$ cat src/rtl/prescale_pkg.sv
package prescale_pkg;
  localparam int CODE_W  = 4;
  localparam int RATIO_W = 4;

  typedef struct packed {
    logic               ok;
    logic [RATIO_W-1:0] ratio;
  } ratio_sel_t;

  // Non-linear code map; unsupported codes report ratio 0.
  function automatic ratio_sel_t decode_code(input logic [CODE_W-1:0] c);
    ratio_sel_t r;
    r.ok = 1'b1;
    case (c)
      4'd0:    r.ratio = RATIO_W'(1);
      4'd1:    r.ratio = RATIO_W'(2);
      4'd2:    r.ratio = RATIO_W'(3);
      4'd3:    r.ratio = RATIO_W'(4);
      4'd4:    r.ratio = RATIO_W'(5);
      4'd5:    r.ratio = RATIO_W'(6);
      4'd6:    r.ratio = RATIO_W'(8);
      4'd7:    r.ratio = RATIO_W'(12);
      default: begin
        r.ok    = 1'b0;
        r.ratio = '0;
      end
    endcase
    return r;
  endfunction
endpackage

$ cat src/rtl/prescale_cfg.sv
module prescale_cfg
  import prescale_pkg::*;
#(
  parameter int CW = CODE_W,
  parameter int RW = RATIO_W
) (
  input  logic          clk,
  input  logic          rst,
  input  logic          reload,
  input  logic [CW-1:0] code_in,
  output logic [CW-1:0] code_q,
  output logic [RW-1:0] ratio_q,
  output logic          ok_q,
  output logic          odd_q
);
  ratio_sel_t sel;

  always_comb sel = decode_code(code_in);

  always_ff @(posedge clk) begin
    if (rst || reload) begin
      code_q  <= code_in;
      ratio_q <= sel.ratio;
      ok_q    <= sel.ok;
      odd_q   <= sel.ok && sel.ratio[0] && (sel.ratio != RW'(1));
    end
  end
endmodule

$ cat src/rtl/prescale_counter.sv
module prescale_counter #(
  parameter int RW = prescale_pkg::RATIO_W
) (
  input  logic          clk,
  input  logic          rst,
  input  logic          restart,
  input  logic          run,
  input  logic [RW-1:0] ratio,
  output logic [RW-1:0] cnt_q,
  output logic          phase_q
);
  logic [RW-1:0] half;
  logic          at_end;

  always_comb begin
    half   = ratio >> 1;
    at_end = (cnt_q == ratio - RW'(1));
  end

  always_ff @(posedge clk) begin
    if (rst || restart || !run) begin
      cnt_q   <= '0;
      phase_q <= 1'b0;
    end else begin
      phase_q <= (cnt_q < half);
      cnt_q   <= at_end ? '0 : cnt_q + RW'(1);
    end
  end
endmodule

$ cat src/rtl/prescale_negstage.sv
module prescale_negstage #(
  parameter bit ODD_EN = 1'b1
) (
  input  logic clk,
  input  logic rst,
  input  logic phase,
  input  logic enable,
  output logic phase_dly,
  output logic gate
);
  // Gate changes only while the clock is low, so the AND cannot glitch.
  always_ff @(negedge clk) begin
    if (rst) gate <= 1'b0;
    else     gate <= enable;
  end

  generate
    if (ODD_EN) begin : g_odd
      always_ff @(negedge clk) begin
        if (rst) phase_dly <= 1'b0;
        else     phase_dly <= phase;
      end
    end else begin : g_no_odd
      assign phase_dly = 1'b0;
    end
  endgenerate
endmodule

$ cat src/rtl/refclk_prescaler.sv
module refclk_prescaler
  import prescale_pkg::*;
#(
  parameter int CW     = CODE_W,
  parameter int RW     = RATIO_W,
  parameter bit ODD_EN = 1'b1
) (
  input  logic          clk_ref,
  input  logic          rst,
  input  logic [CW-1:0] cfg_code,
  input  logic          reload,
  input  logic          enable,
  output logic          clk_div,
  output logic          code_ok
);
  logic [CW-1:0] code_q;
  logic [RW-1:0] ratio_q;
  logic [RW-1:0] cnt_q;
  logic          ok_q, odd_q, phase_q, phase_dly, gate, run;

  prescale_cfg #(.CW(CW), .RW(RW)) u_cfg (
    .clk(clk_ref), .rst(rst), .reload(reload), .code_in(cfg_code),
    .code_q(code_q), .ratio_q(ratio_q), .ok_q(ok_q), .odd_q(odd_q)
  );

  always_comb run = enable && ok_q;

  prescale_counter #(.RW(RW)) u_cnt (
    .clk(clk_ref), .rst(rst), .restart(reload), .run(run),
    .ratio(ratio_q), .cnt_q(cnt_q), .phase_q(phase_q)
  );

  prescale_negstage #(.ODD_EN(ODD_EN)) u_neg (
    .clk(clk_ref), .rst(rst), .phase(phase_q), .enable(enable),
    .phase_dly(phase_dly), .gate(gate)
  );

  always_comb begin
    if (!ok_q)                    clk_div = 1'b0;
    else if (ratio_q == RW'(1))   clk_div = clk_ref & gate;
    else if (odd_q)               clk_div = phase_q | phase_dly;
    else                          clk_div = phase_q;
  end

  assign code_ok = ok_q;
endmodule

$ cat config.mk
export PLATFORM = sky130hd
export DESIGN_NAME = refclk_prescaler
export DESIGN_NICKNAME = d
export VERILOG_FILES = /design/src/rtl/prescale_pkg.sv /design/src/rtl/prescale_cfg.sv /design/src/rtl/prescale_counter.sv /design/src/rtl/prescale_negstage.sv /design/src/rtl/refclk_prescaler.sv
export SDC_FILE = /design/constraint.sdc
export NUM_CORES = 1
export LEC_CHECK = 0
export ABC_AREA = 1
export BUFFER_PORTS_ARGS = -buffer_cell sky130_fd_sc_hd__buf_4
export CAP_MARGIN = 10
export CORE_AREA = 2 2 42 44
export DETAILED_ROUTE_END_ITERATION = 10
export DIE_AREA = 0 0 44 46
export GPL_TIMING_DRIVEN = 0
export PLACE_DENSITY = 0.7
export SETUP_SLACK_MARGIN = 0.05
export SYNTH_ARGS = -nofsm -noshare
export SYNTH_HDL_FRONTEND = slang
export SYNTH_SLANG_ARGS = --single-unit
$ cat constraint.sdc
create_clock -name clk_ref -period 1.7 [get_ports clk_ref]
set_input_delay 0.085 -clock clk_ref [delete_from_list [all_inputs] [get_ports clk_ref]]
set_output_delay 0.085 -clock clk_ref [all_outputs]
set_load 0.02 [all_outputs]
==> reports/qor.csv <==
metric;value;unit
status;complete, but fails checks;
violations;setup timing;
clkPwrFrac;39.5;%
fin_skew;0.0665;ns
postSynthAreaPerCell;7.56;um2
drtAntennaViolNets;0;
synth_top_cell_area_share;24.6;%
yosys_register_bits;13;
vdd.ir_drop.worst;0.543;mV
die-height;46;um
antennaDiodeCount;0;
timing.rr.end;u_cnt.cnt_q[0]$_SDFF_PP0_;
layout-drive-gt1-share;23.5;%
endpoint;clk_div;
r2r_cells;10;
switching_share;27.2;%
rows;15;
p_int;0.568;mW
yosysSeqAreaShare;43.7;%
track_usage;14.9;%
cp.arrival;2.02;ns
initial_core_util;45.4;%
detail_route.first_pass.iterations;4;
wl_per_cell;9.36;um
core-area;1610;um2
vias;648;
cts_tree;built;
overflow;0;
dp_slack;0.0826;ns
gp_congestion;0.808;
fillers;153;
endpoint_kind;primary output;
grt_first_pass_wirelength;2060;um
powerDensity;868;nW/um2
postCtsSetupRepairBufs;0;
pin_count;10;
finalSetupViolCount;1;
timing.rr.start;u_cfg.ratio_q[0]$_DFFE_PP_;
power_frac_comb;14.3;%
nets;129;
grt_max_degree;8;
p_leak;0.448;nW
syn_inst;97;
insertion_delay;0.45;ns
synthToLayoutAreaGrowth;22.5;%
hold_viol;0;
viasPerCell;4.91;
layout_common_cells;nand2_1 (21), inv_1 (16), nor2_1 (15);
hold_path_class;in2reg;
yosysTopAreaCell;edfxtp_1;
holdWs;0.0161;ns
portBuffers;9;
synth_nets;110;
critPathRequiredTime;1.62;ns
criticalPathCategory;reg2out;
slew_headroom;85.2;%
hpwl;971;um
worstSetupStartpoint;u_neg.phase_dly$_SDFF_NP0_;
die_x;44;um
drv_slew;0;
setup_ws;-0.406;ns
antenna_found_initial;0;
wl;1240;um
cp_max_fo;1;
rsz0062_at_grt;true;
tightest_slew;0.221;ns
power_switching;0.212;mW
grt_pass1_vias;546;
drtIter0Drc;12;
r2r_setup_slack;0.28;ns
die_area;2020;um2
ys_types;20;
synth.area.top_cells;edfxtp_1 (25%), dfxtp_1 (19%), nand2_1 (11%);
start_kind;flop;
clkTransAtPathRegs;0.08;ns
yosys_warnings;0;
max_cap_violations;0;
holdCritStartpoint;reload;
power_frac_seq;46.2;%
drc;0;
final_common_cell;nand2_1;
synth_area;733;um2
[power groups by stage]
stage / Clock, mW / Combinational (mW) / Sequential [mW]
floorplan: 0.0159 / 0.0742 / 0.366
global placement: 0.0180 / 0.105 / 0.366
detailed placement: 0.0180 / 0.110 / 0.366
CTS: 0.306 / 0.110 / 0.360
global route: 0.350 / 0.129 / 0.363
finish: 0.308 / 0.111 / 0.361
[flip-flops by register name (all words and copies together) (netlist names)]
signal and flops:
u_cfg.odd_q 1, u_cfg.ok_q 1, u_cfg.ratio_q 4, u_cnt.cnt_q 4, u_cnt.phase_q 1, u_neg.gate 1, u_neg.phase_dly 1
[repair_timing]
action                                 4_1_cts  5_1_grt
endpoints found under the hold margin        0        1
resized for setup                            2        1
setup endpoints to repair                    1        1
hold buffers                                 0        1
[metrics by stage]
step           cells  power, mW  area [um2]  TNS [ns]  util [%]
2_1_floorplan     97      0.456         738         0         -
3_3_place_gp     123      0.488         827         0      51.2
3_5_place_dp     123      0.494         827         0      51.2
4_1_cts          131      0.777         885    -0.425      54.8
5_1_grt          132      0.841         898    -0.475      55.7
6_report         132      0.780         898    -0.406      55.7
[cells by family after synthesis]
kind of cell	share of synthesized area [%]
flip-flops	43.7
buffers and inverters	10.2
adder cells (fa/ha/maj)	8.53
AND/OR/NAND/NOR	28.3
AO/OA/AOI/OAI	6.82
XOR/XNOR	2.39
[critical path: stages (launching register included)]
cell      delay, ns
dfxtp_2        0.31
a21oi_2        0.05
a211oi_2       0.19
buf_4          0.17
[layer usage]
layer  track usage [%]  share of wire, %
met1              15.2                45
met2              22.4                51
met3              9.52               3.6
met4              10.3              0.65
met5                 0                 0
[cell usage after synthesis]
library cell  number
a211oi_1           3
a21oi_1            3
a22oi_1            1
dfxtp_1            7
edfxtp_1           6
ha_1               5
inv_1             15
inv_2              5
nand2_1           21
nand2_2            1
nand3_1            7
nand3b_1           1
nor2_1            15
nor2_2             1
nor3_1             1
o21ai_1            1
or2_1              1
or2_2              1
xnor2_1            1
xor2_1             1
[how the worst min path moves through the flow]
stage / end / slack [ns] / cells past startpoint
3_3_place_gp: u_cfg.ok_q$_DFFE_PP_ / 0.39 / 2
5_1_grt: u_cnt.phase_q$_SDFF_PP0_ / 0.01 / 4
2_1_floorplan: u_cfg.ok_q$_DFFE_PP_ / 0.24 / 1
4_1_cts: u_cnt.phase_q$_SDFF_PP0_ / 0.006 / 4
6_report: u_cnt.phase_q$_SDFF_PP0_ / 0.02 / 4
3_5_place_dp: u_cfg.ok_q$_DFFE_PP_ / 0.40 / 2
[final cells by class]
cell class                 instances  area, um2  area share [%]
clock buffer                       7       52.6            5.85
timing repair buffer               9       70.1            7.80
multi-input combinational         64        350            39.0
clock inverter                     3       11.3            1.25
inverter                          19       71.3            7.94
tap                               17       21.3            2.37
sequential                        13        322            35.8
No activity file was read; power rests on OpenSTA's default activity.
